**src/rtl/acc_pkg.sv**
```systemverilog
package acc_pkg;

  typedef enum logic [1:0] {
    DST_NONE = 2'd0,
    DST_ACC  = 2'd1,
    DST_GPR  = 2'd2,
    DST_PORT = 2'd3
  } dest_e;

  typedef enum logic [2:0] {
    SRC_IN  = 3'd0,
    SRC_ACC = 3'd1,
    SRC_GPR = 3'd2,
    SRC_ADD = 3'd3,
    SRC_OR  = 3'd4,
    SRC_AND = 3'd5,
    SRC_NOT = 3'd6
  } src_e;

  typedef struct packed {
    dest_e dst;
    src_e  src;
  } ctrl_t;

  localparam int unsigned NUM_DEST = 3;

endpackage

```
**src/rtl/acc_rst_sync.sv**
```systemverilog
module acc_rst_sync #(
  parameter int unsigned STAGES = 2
) (
  input  logic clk,
  input  logic rst_n,
  output logic rst_sync_n
);
  logic [STAGES-1:0] chain_q;

  always_ff @(posedge clk or negedge rst_n) begin
    if (!rst_n) chain_q <= '0;
    else        chain_q <= {chain_q[STAGES-2:0], 1'b1};
  end

  assign rst_sync_n = chain_q[STAGES-1];
endmodule

```
**src/rtl/acc_decode.sv**
```systemverilog
module acc_decode
  import acc_pkg::*;
(
  input  logic       op_vld,
  input  logic [3:0] op_code,
  output ctrl_t      ctrl
);
  always_comb begin
    ctrl.dst = DST_NONE;
    ctrl.src = SRC_IN;
    if (op_vld) begin
      unique case (op_code)
        4'd1, 4'd6: begin ctrl.dst = DST_ACC;  ctrl.src = SRC_IN;  end
        4'd2:       begin ctrl.dst = DST_GPR;  ctrl.src = SRC_ACC; end
        4'd3:       begin ctrl.dst = DST_PORT; ctrl.src = SRC_GPR; end
        4'd4:       begin ctrl.dst = DST_PORT; ctrl.src = SRC_ACC; end
        4'd5:       begin ctrl.dst = DST_GPR;  ctrl.src = SRC_IN;  end
        4'd7:       begin ctrl.dst = DST_ACC;  ctrl.src = SRC_ADD; end
        4'd8:       begin ctrl.dst = DST_ACC;  ctrl.src = SRC_OR;  end
        4'd9:       begin ctrl.dst = DST_ACC;  ctrl.src = SRC_AND; end
        4'd10:      begin ctrl.dst = DST_ACC;  ctrl.src = SRC_NOT; end
        default:    begin ctrl.dst = DST_NONE; ctrl.src = SRC_IN;  end
      endcase
    end
  end
endmodule

```
**src/rtl/acc_result.sv**
```systemverilog
module acc_result
  import acc_pkg::*;
#(
  parameter int unsigned W = 8
) (
  input  src_e         src,
  input  logic [W-1:0] in_data,
  input  logic [W-1:0] acc,
  input  logic [W-1:0] gpr,
  output logic [W-1:0] result
);
  logic [W-1:0] sum;

  assign sum = acc + gpr;

  always_comb begin
    unique case (src)
      SRC_IN:  result = in_data;
      SRC_ACC: result = acc;
      SRC_GPR: result = gpr;
      SRC_ADD: result = sum;
      SRC_OR:  result = acc | gpr;
      SRC_AND: result = acc & gpr;
      SRC_NOT: result = ~acc;
      default: result = in_data;
    endcase
  end
endmodule

```
**src/rtl/acc_datapath.sv**
```systemverilog
module acc_datapath
  import acc_pkg::*;
#(
  parameter int unsigned W = 8
) (
  input  logic         clk,
  input  logic         rst_n,
  input  logic         op_vld,
  input  logic [3:0]   op_code,
  input  logic [W-1:0] in_data,
  output logic [W-1:0] out_data
);
  logic         rst_sync_n;
  ctrl_t        ctrl;
  logic [W-1:0] result;
  logic [W-1:0] bank_q [NUM_DEST];
  logic [W-1:0] bank_d [NUM_DEST];
  logic [NUM_DEST-1:0] bank_en;
  logic [W-1:0] acc_q;
  logic [W-1:0] gpr_q;

  acc_rst_sync #(.STAGES(2)) u_rst (
    .clk        (clk),
    .rst_n      (rst_n),
    .rst_sync_n (rst_sync_n)
  );

  acc_decode u_dec (
    .op_vld  (op_vld),
    .op_code (op_code),
    .ctrl    (ctrl)
  );

  acc_result #(.W(W)) u_res (
    .src     (ctrl.src),
    .in_data (in_data),
    .acc     (acc_q),
    .gpr     (gpr_q),
    .result  (result)
  );

  // Slot 0 is the accumulator, slot 1 the general register, slot 2 the port.
  for (genvar g = 0; g < NUM_DEST; g++) begin : g_bank
    always_comb begin
      bank_en[g] = (ctrl.dst == dest_e'(g + 1));
      bank_d[g]  = bank_en[g] ? result : bank_q[g];
    end

    always_ff @(posedge clk or negedge rst_n) begin
      if (!rst_n)          bank_q[g] <= '0;
      else if (!rst_sync_n) bank_q[g] <= '0;
      else if (bank_en[g]) bank_q[g] <= bank_d[g];
    end
  end

  assign acc_q    = bank_q[0];
  assign gpr_q    = bank_q[1];
  assign out_data = bank_q[2];
endmodule

```
**config.mk**
```make
export PLATFORM = sky130hd
export DESIGN_NAME = acc_datapath
export DESIGN_NICKNAME = d
export VERILOG_FILES = /design/src/rtl/acc_pkg.sv /design/src/rtl/acc_rst_sync.sv /design/src/rtl/acc_decode.sv /design/src/rtl/acc_result.sv /design/src/rtl/acc_datapath.sv
export SDC_FILE = /design/constraint.sdc
export NUM_CORES = 1
export LEC_CHECK = 0
export CORE_MARGIN = 2
export CORE_UTILIZATION = 57
export DETAILED_ROUTE_END_ITERATION = 16
export GPL_TIMING_DRIVEN = 0
export PLACE_DENSITY = 0.77
export SYNTH_ARGS = -nofsm -noshare
export SYNTH_HDL_FRONTEND = slang
export SYNTH_SLANG_ARGS = --single-unit
```
**constraint.sdc**
```tcl
create_clock -name clk -period 2.97 [get_ports clk]
set_input_delay 0.594 -clock clk [delete_from_list [all_inputs] [get_ports clk]]
set_output_delay 0.594 -clock clk [all_outputs]
set_load 0.005 [all_outputs]
```
==> summary.txt, run 1 <==
Placed design
  – # port buffers: 21
  – GPL Wtd Cong: 0.877
  – Place WS: -0.314 ns
  – DP HPWL: 4130 um

Clocking
  – Hold buffer count at CTS: 0
  – Worst-Skew Late Latency: 0.27 ns
  – Htree depth: 1
  – Reg clk slew, reported paths: 0.09 ns
  – CTS tree: done
  – Root Driver: clkbuf_8
  – CTS Sinks: 26
  – Total CTS buffers: 3
  – Clock tree buffer depth: 2

Pwr
  – Max VDD drop: 332 uV
  – Leakage: 1.20 nW
  – PD cells: 418 nW/um^2
  – Total power: 1.10 mW

Synth
  – Mapped Cells: roughly 240
  – Syn avg cell area: 9.50 um^2
  – Flops & latches, synth: 26
  – Post-synth top area share: 28.7%
  – Synth Flop Type: dfrtp_1
  – EDFF count, synth: 0
  – Leading area contributor after synthesis: dfrtp_1
  – FFs w/ async S/R, synth: 100%
  – Syn_nets: 276
  – Yosys warns: 0
  – Post-synthesis cell area: 2270 um^2
  – Netlist cell types: 59
  – Post-synthesis sequential area ratio: between 20% and 30%
  – Top post-synthesis cells by area: dfrtp_1 (29%), ha_1 (12%), mux2_2 (10%)

Critical path
  – RR Endpoint: gpr_q[6]
  – Reg2Reg Setup Slack: 0.47 ns
  – Slowest CP cell: clkdlybuf4s50_1
  – Crit path max fanout: 10
  – Crit path buffers/inverters: 3
  – Critical Path End Type: register
  – Crit path kind: in2reg
  – Reg2reg path depth: 8
  – RR Startpoint: acc_q[0]
  – CP Data Required Time: 3.13 ns
  – Critical path's largest stage delay: 0.49 ns
  – CP cell instances: clkdlybuf4s50_1 -> buf_4 -> mux2_4 -> a211oi_2 -> a22oi_4 -> buf_4 -> o21a_1 -> mux2_2 -> o31a_1
  – Top delay family on crit path: buffers and inverters
  – Data arrival, critical path: 2.82 ns
  – Crit-path most repeated cell: buf_4
  – Worst setup SP type: primary input

STA
  – Tmin final: 2.66 ns
  – Final WS setup: around 0.31 ns
  – Setup violators final: 0
  – Slew @ Worst Pin: 1.09 ns
  – Clk_skew: 0.00439 ns
  – Final period util: 89.5%
  – Max_slew headroom: 26.8%
  – Fin. Hold Viols: 0
  – Max Freq: around 380 MHz
  – Final Max Slew Viols: 0
  – Unrepaired setup endpoints after global routing: false

Cells and area
  – Final core occ: 70.4%
  – Layout cells sized above 1: 17.0%
  – Most frequent cells in the layout: dfrtp_1 (26), inv_1 (21), mux2_2 (21), ha_1 (21), clkdlybuf4s50_1 (19)
  – Commonest non-fill, non-tap cell in the layout: dfrtp_1
  – Nets: ~300
  – Layout area overhead: 16.1%
  – Antenna Diode Count: 0

Routing
  – Final WL: 5370 um
  – Vias/cell: 6.06
  – DRT Pass-1 Iters: 4
  – DR WL/cell: roughly 17 um
  – DRT antenna net count: 0
  – Vias: 1,898
  – Initial drt markers: 195
  – DRC: 0

Global routing
  – Number of global-route vias before repair: 1,771
  – GRT met2 Usage: 38.2%
  – Initial antenna violation count: 0
  – Global-route wire length before repair: 8700 um
  – Global Route Usage Sum: 25.9%
  – Grt ovf: 0
  – Largest net degree at the start of global routing: 27
  – Met1 Use GR: roughly 41%
  – Met3 GRT Util: 1.69%
  – Busiest layer in global routing: met1

Min path
  – Worst Hold Launch: u_rst.chain_q[0]
  – Hold depth: 0
  – Worst hold path class: reg2reg
  – Worst Hold Path EP: u_rst.chain_q[1]

Outcome
  – Status: completed

Floorplan
  – Chip Width: 67.1 um
  – Site Rows: 22
  – Starting Density: 60.7%
  – Core ar.: 3740 um^2
  – Num ports: 23
  – Die H: 67.1 um
  – Die Footprint: 4510 um^2

Run
  – # Max-Cap Violations: 0
-- repair_timing --
item	4_1_cts	5_1_grt
resized for setup	3	5
setup endpoints to repair	8	21
pin swaps	0	1
buffers inserted	0	2
-- sequential cells by signal, summed over array words and instances (netlist names) --
| register | flops |
|---|---|
| acc_q | 8 |
| out_data | 8 |
| gpr_q | 8 |
| u_rst.chain_q | 2 |
-- routing by layer --
layer  vias up  wire (um)
met5         -          0
met4         0         61
met3         6        262
met2        55       2290
met1       898       2750
li1        939          -
-- Yosys cell counts (2+ instances only) --
cell type	instances
dfrtp_1	26
ha_1	21
inv_1	21
mux2_2	21
nand2_1	13
a31oi_1	9
o21ai_0	8
o211ai_1	7
o21ai_1	7
a21oi_1	6
o31a_1	6
a21o_1	5
clkbuf_1	5
nand3_1	5
nor2_1	5
nor3_1	5
o21a_1	5
and3_1	4
a211o_1	3
a211oi_1	3
a22o_1	3
and2_1	3
buf_2	3
xnor2_1	3
buf_4	2
nand3b_1	2
nand4bb_1	2
nor2b_1	2
o22ai_1	2
o311ai_1	2
or2_2	2
-- cell type report --
cell class                 instances  area (um^2)
sequential                        26          651
fill                             307         1110
buffer                            10         60.1
tap                               48         60.1
clock buffer                       4         55.1
timing repair buffer              23          230
multi-input combinational        180         1500
inverter                          22         82.6
-- per-stage QoR --
stage,hold slack [ns],TNS [ns],instance area [um^2],std cells
2_1_floorplan,0.298,0,2270,239
3_3_place_gp,0.334,-6.13,2540,308
3_5_place_dp,0.346,-6.17,2540,308
4_1_cts,0.365,0,2620,312
5_1_grt,0.377,0,2640,313
6_report,0.364,0,2640,313
-- how the worst max path moves through the flow --
stage,endpoint,slack [ns],cells after the start,start
after floorplan,gpr_q[4],0.70,9,op_code[0]
after global placement,gpr_q[2],-0.30,10,op_code[0]
after detailed placement,acc_q[1],-0.31,10,op_code[0]
after CTS,gpr_q[2],0.04,10,op_code[0]
after global routing,acc_q[5],0.19,8,op_vld
final,acc_q[4],0.31,9,op_code[3]
-- cells by family (layout without fill, tap and decap cells) --
logic type / after synthesis / after routing / share of synthesized area, %
AOI/OAI and AO/OA: 79 / 79 / 26.7
and+or+nand+nor: 52 / 52 / 13.2
xor gates and xnor gates: 4 / 4 / 1.54
DFF: 26 / 26 / 28.6
buffers and inverters: 33 / 59 / 6.28
other: 1 / 1 / 0.165
muxes: 22 / 22 / 11.1
adders and majority gates: 22 / 22 / 12.5
-- worst reg2reg max path, stage by stage (launching register included) --
cell,delay [ns]
dfrtp_1,0.44
ha_1,0.28
fa_1,0.42
a211o_1,0.29
a211o_1,0.28
a21o_1,0.16
nand3_1,0.08
a31oi_1,0.13
mux2_2,0.30
-- power by group --
group | total (mW) | internal [mW] | leakage, nW | switching [mW]
clock | 0.223 | 0.118 | 0.0288 | 0.104
combinational | 0.425 | 0.210 | 0.840 | 0.215
sequential | 0.454 | 0.402 | 0.334 | 0.0515
No activity file was read; power rests on OpenSTA's default activity.
==> run 2, diff against run 1 <==
--- a/config.mk
+++ b/config.mk
@@ -10,6 +10,7 @@
 export DETAILED_ROUTE_END_ITERATION = 16
 export GPL_TIMING_DRIVEN = 0
 export PLACE_DENSITY = 0.77
+export SETUP_SLACK_MARGIN = 0.05
 export SYNTH_ARGS = -nofsm -noshare
 export SYNTH_HDL_FRONTEND = slang
 export SYNTH_SLANG_ARGS = --single-unit
==> summary.txt, run 2 (synthesized netlist as in run 1, its figures left out) <==
Routing
  – Initial drt markers: ~190
  – DR WL/cell: 16.9 um
  – DRT antenna net count: 0
  – Vias/cell: around 6.1
  – Final WL: ~5300 um
  – DRT Pass-1 Iters: 4
  – Vias: between 1,500 and 2,000
  – DRC: 0

Critical path
  – Worst setup SP type: primary input
  – Crit path kind: in2reg
  – CP startpoint: op_code[3]
  – Data arrival, critical path: 2.79 ns
  – Top delay family on crit path: compound AO/OA/AOI/OAI gates
  – Critical Path End Type: register
  – RR Endpoint: gpr_q[6]
  – CP Data Required Time: 3.10 ns
  – Critical path's largest stage delay: 0.49 ns
  – CP cell instances: clkdlybuf4s50_1 -> buf_4 -> and4bb_1 -> buf_2 -> a21o_1 -> o32a_1 -> o21ai_0 -> a31oi_1 -> o21ai_1
  – Reg2Reg Setup Slack: 0.47 ns
  – RR Startpoint: acc_q[0]
  – Crit path buffers/inverters: 3
  – Slowest CP cell: clkdlybuf4s50_1
  – Crit path max fanout: 10
  – Reg2reg path depth: 8

Cells and area
  – Most frequent cells in the layout: dfrtp_1 (26), inv_1 (21), mux2_2 (21), ha_1 (21), clkdlybuf4s50_1 (19)
  – Antenna Diode Count: 0
  – Layout cells sized above 1: roughly 17%
  – Layout area overhead: 16.1%
  – Final-layout fill cell count: 309
  – Nets: 303
  – Commonest non-fill, non-tap cell in the layout: dfrtp_1

STA
  – Slew @ Worst Pin: 1.08 ns
  – Setup violators final: 0
  – Clk_skew: between 0.002 and 0.0025 ns
  – Final Max Slew Viols: 0
  – Max Freq: 375 MHz
  – Unrepaired setup endpoints after global routing: false
  – Final period util: 89.7%
  – Max_slew headroom: between 20 and 30%
  – Fin. Hold Viols: 0
  – Final WS setup: 0.306 ns
  – Tmin final: between 2 and 3 ns

Pwr
  – Max VDD drop: 330 uV
  – Leakage: between 1 and 1.5 nW
  – Total power: 1.10 mW
  – PD cells: 416 nW/um^2

Global routing
  – Largest net degree at the start of global routing: 27
  – Grt ovf: 0
  – Global-route wire length before repair: 8780 um
  – Number of global-route vias before repair: 1,768
  – Global Route Usage Sum: 26.1%
  – Initial antenna violation count: 0

Clocking
  – Worst-Skew Late Latency: 0.26 ns
  – Total CTS buffers: 3
  – Htree depth: 1
  – Clock tree buffer depth: 2
  – Reg clk slew, reported paths: 0.08 ns
  – CTS Sinks: 26
  – Root Driver: clkbuf_8
  – CTS tree: done
  – Hold buffer count at CTS: 0

Placed design
  – # port buffers: 21
  – DP HPWL: approximately 4100 um
  – Place WS: -0.314 ns
  – GPL Wtd Cong: approximately 0.88

Min path
  – Worst hold path class: reg2reg
  – Worst Hold Launch: u_rst.chain_q[0]
  – Hold depth: 0
  – Worst Hold Path EP: u_rst.chain_q[1]

Floorplan
  – Chip Width: 67.1 um
  – Site Rows: 22
  – Core ar.: approximately 3700 um^2
  – Die Footprint: 4510 um^2
  – Die H: 67.1 um
  – Num ports: 23
  – Starting Density: roughly three fifths

Run
  – # Max-Cap Violations: 0

Outcome
  – Status: completed
==> run 2: worst max-delay path by stage <==
stage	slack [ns]	cells after the start	endpoint
6_report	0.31	9	out_data[5]
5_1_grt	0.19	8	acc_q[5]
4_1_cts	0.08	10	acc_q[4]
3_5_place_dp	-0.31	10	acc_q[1]
3_3_place_gp	-0.30	10	gpr_q[2]
2_1_floorplan	0.70	9	gpr_q[4]
==> run 2: final cells by class <==
| class | count | area (um^2) | share of cell area (%) |
|---|---|---|---|
| timing repair buffer | 23 | 230 | 8.73 |
| tap | 48 | 60.1 | 2.28 |
| clock buffer | 4 | 55.1 | 2.09 |
| inverter | 22 | 82.6 | 3.13 |
| buffer | 10 | 60.1 | 2.28 |
| multi-input combinational | 180 | 1500 | 56.8 |
| sequential | 26 | 651 | 24.7 |
==> run 2: worst register-to-register path, stage by stage (launching register included) <==
cell and delay (ns):
dfrtp_1 0.44, ha_1 0.28, fa_1 0.42, a211o_1 0.30, a211o_1 0.28, a21o_1 0.16
nand3_1 0.08, a31oi_1 0.13, mux2_2 0.30
==> run 2: repair_timing <==
item	in CTS	in global routing
endpoints found under the setup margin	20	24
buffers inserted	2	0
pin swaps	1	0
gates resized for setup	3	5
==> run 2: layer usage <==
| layer | vias to the layer above | track usage [%] | wire (um) | part of all wire, % |
|---|---|---|---|---|
| li1 | 942 | - | - | - |
| met1 | 914 | 41.9 | 2670 | 50 |
| met3 | 6 | 1.69 | 282 | 5.3 |
| met2 | 55 | 38.0 | 2280 | 43 |
| met4 | 0 | 6.12 | 57 | 1.1 |
| met5 | - | 0 | 0 | 0 |
==> run 2: through the flow <==
| stage | util, % | cells | TNS [ns] | cell area [um^2] | hold slack [ns] |
|---|---|---|---|---|---|
| 2_1_floorplan | - | 239 | 0 | 2270 | 0.298 |
| 3_3_place_gp | 67.9 | 308 | -6.13 | 2540 | 0.334 |
| 3_5_place_dp | 67.9 | 308 | -6.17 | 2540 | 0.346 |
| 4_1_cts | 70.3 | 314 | 0 | 2630 | 0.365 |
| 5_1_grt | 70.4 | 313 | 0 | 2640 | 0.377 |
| 6_report | 70.4 | 313 | 0 | 2640 | 0.363 |
==> run 2: power by group <==
part | switching, mW | leakage (nW) | internal [mW] | total, mW
sequential | 0.0511 | 0.334 | 0.402 | 0.453
clock | 0.100 | 0.0288 | 0.118 | 0.218
combinational | 0.214 | 0.840 | 0.210 | 0.424
==> run 3, diff against run 2 <==
--- a/config.mk
+++ b/config.mk
@@ -6,11 +6,12 @@
 export NUM_CORES = 1
 export LEC_CHECK = 0
 export CORE_MARGIN = 2
-export CORE_UTILIZATION = 57
+export CORE_UTILIZATION = 58
 export DETAILED_ROUTE_END_ITERATION = 16
 export GPL_TIMING_DRIVEN = 0
-export PLACE_DENSITY = 0.77
+export PLACE_DENSITY = 0.78
 export SETUP_SLACK_MARGIN = 0.05
 export SYNTH_ARGS = -nofsm -noshare
 export SYNTH_HDL_FRONTEND = slang
+export SYNTH_HIERARCHICAL = 1
 export SYNTH_SLANG_ARGS = --single-unit
==> summary.txt, run 3 <==
STA
  – Setup TNS: 0 ns
  – Tmin final: 2.79 ns
  – Unrepaired setup endpoints after global routing: false
  – Fin. Hold Viols: 0
  – Clk_skew: a little over 0.007 ns
  – Fin Hold WS: around 0.36 ns
  – Max_slew headroom: 25.5%
  – Slew @ Worst Pin: about 1.1 ns
  – Max Freq: 359 MHz
  – Final Max Slew Viols: 0
  – Final period util: 93.9%
  – Setup violators final: 0

Floorplan
  – Die Footprint: about 4500 um^2
  – Die H: 67.4 um
  – Core ar.: 3940 um^2
  – Site Rows: 23
  – Num ports: 23
  – Chip Width: 67.4 um
  – Starting Density: 59.2%

Synth
  – Netlist cell types: 48
  – Syn_nets: approximately 320
  – Most frequent cell after synthesis: nand2_1
  – FFs w/ async S/R, synth: 100%
  – Top post-synthesis cells by area: dfrtp_1 (28%), mux2i_1 (13%), ha_1 (11%)
  – Flops & latches, synth: 26
  – Synth Flop Type: dfrtp_1
  – EDFF count, synth: 0
  – Syn avg cell area: around 8.3 um^2
  – Mapped Cells: 281
  – Post-synthesis sequential area ratio: 27.9%
  – Post-synth top area share: 27.9%
  – Leading area contributor after synthesis: dfrtp_1
  – Yosys warns: 6
  – Post-synthesis cell area: 2330 um^2
  – Synth top cells by count: nand2_1 (49), mux2i_1 (30), inv_1 (29)

Pwr
  – Switching power: 267 uW
  – P_int: roughly 660 uW
  – Max VDD drop: roughly 370 uV
  – Clock Power Share: 31.7%
  – Leakage: 1.29 nW
  – Sw frac: 28.9%
  – Comb power frac: 26.6%
  – Flop pwr share: 41.8%
  – PD cells: between 300 and 400 nW/um^2

Routing
  – DRT Pass-1 Iters: 4
  – DRC: 0
  – DRT antenna net count: 0
  – Final WL: approximately 5700 um
  – DR WL/cell: 16.0 um
  – Vias: 2,101
  – Initial drt markers: 177
  – Vias/cell: 5.90

Cells and area
  – Cell area after layout: 2710 um^2
  – Most frequent cells in the layout: nand2_1 (49), mux2i_1 (30), inv_1 (28)
  – Layout Cells excl Fill: 356
  – Commonest non-fill, non-tap cell in the layout: nand2_1
  – Antenna Diode Count: 0
  – Layout area overhead: 16.2%
  – Nets: 344
  – Layout cells sized above 1: under 10%

Outcome
  – Status: completed

Clocking
  – Total CTS buffers: 3
  – Clock tree buffer depth: 2
  – Root Driver: clkbuf_8
  – CTS tree: done
  – Reg clk slew, reported paths: 0.09 ns
  – Htree depth: 1
  – Hold buffer count at CTS: 0
  – Worst-Skew Late Latency: 0.28 ns
  – CTS Sinks: 26
  – Post-CTS Setup Inserts: 0

Placed design
  – GPL Wtd Cong: 0.942
  – DP HPWL: 4250 um
  – Placed inst area: ~2600 um^2
  – # port buffers: 21
  – Post-Place Cells: 352

Critical path
  – Crit path kind: in2reg
  – Critical Path End Type: register
  – Slowest CP cell: clkdlybuf4s15_1
  – Critical path's largest stage delay: ~0.3 ns
  – Data arrival, critical path: 2.99 ns
  – Top delay family on crit path: compound AO/OA/AOI/OAI gates
  – CP cell instances: clkdlybuf4s15_1 -> inv_1 -> ha_1 -> mux2i_1 -> o21ai_1 -> and2_1 -> clkbuf_4 -> nor2b_1 -> o22ai_1 -> o22a_1 -> nor2_1 -> a221oi_2 -> nand2_1 -> mux2i_1
  – Crit-path most repeated cell: mux2i_1
  – Crit path max fanout: 10
  – CP Data Required Time: 3.17 ns
  – Crit path buffers/inverters: 3
  – Worst setup SP type: primary input

Min path
  – Worst hold path class: reg2reg

Global routing
  – Global Route Usage Sum: approximately 27%
  – Initial antenna violation count: 0
  – Global-route wire length before repair: 9140 um
  – Number of global-route vias before repair: 1,932
  – Grt ovf: 0
  – Largest net degree at the start of global routing: 27

Run
  – # Max-Cap Violations: 0
==> run 3: repair_timing <==
action / in CTS / in global routing
pin swaps: 1 / 1
endpoints found under the setup margin: 24 / 9
resized for setup: 9 / 6
cloned: 0 / 0
==> run 3: kinds of logic (layout without fill, tap and decap cells) <==
logic type | after synthesis | in the layout | share of synthesized area [%]
fa+ha+maj | 22 | 22 | 12.1
buf+inv | 44 | 69 | 8.79
other cells | 1 | 1 | 0.161
xor+xnor | 3 | 3 | 1.13
flops | 26 | 26 | 27.9
compound gates | 67 | 67 | 18.9
simple gates | 86 | 86 | 16.2
mux | 32 | 32 | 14.8
==> run 3: final timing paths <==
path / start / slack, ns / end / depth (start not counted)
max: op_code[0] / 0.18 / gpr_q[7] / 14
min: u_rst/chain_q[0] / 0.36 / u_rst/chain_q[1] / 0
max reg2reg: acc_q[0] / 0.52 / gpr_q[6] / 10
min reg2reg: u_rst/chain_q[0] / 0.36 / u_rst/chain_q[1] / 0
max in group asynchronous: rst_n / 1.39 / gpr_q[1] / 1
min in group asynchronous: rst_n / 0.91 / u_rst/chain_q[0] / 1
==> run 3: layout make-up <==
cell class,count,area (um^2)
buffer,15,105
clock buffer,3,41.3
clock inverter,1,30.0
fill,320,1230
inverter,29,109
multi-input combinational,211,1500
sequential,26,651
tap,50,62.6
timing repair buffer,21,209
==> run 3: metal layers <==
layer | vias up | part of all wire (%) | global-route usage [%]
met1 | 1021 | 47 | 36.9
met5 | - | 0 | 0
li1 | 1015 | - | -
met3 | 15 | 3.5 | 3.83
met2 | 50 | 47 | 43.1
met4 | 0 | 2.7 | 12.0
==> run 3: power by group through the flow <==
stage / Combinational (mW) / Sequential, mW / Clock [mW]
final: 0.246 / 0.387 / 0.293
after global routing: 0.271 / 0.389 / 0.313
after CTS: 0.240 / 0.386 / 0.297
after detailed placement: 0.235 / 0.393 / 0
after global placement: 0.228 / 0.392 / 0
after floorplan: 0.164 / 0.387 / 0
==> run 3: through the flow <==
step / utilization (%) / power, mW / worst slack (ns)
floorplan: - / 0.551 / 0.537
global placement: 66.1 / 0.621 / -0.433
detailed placement: 66.1 / 0.628 / -0.532
CTS: 68.3 / 0.923 / 0.135
global route: 68.8 / 0.974 / 0.0558
finish: 68.8 / 0.926 / 0.182
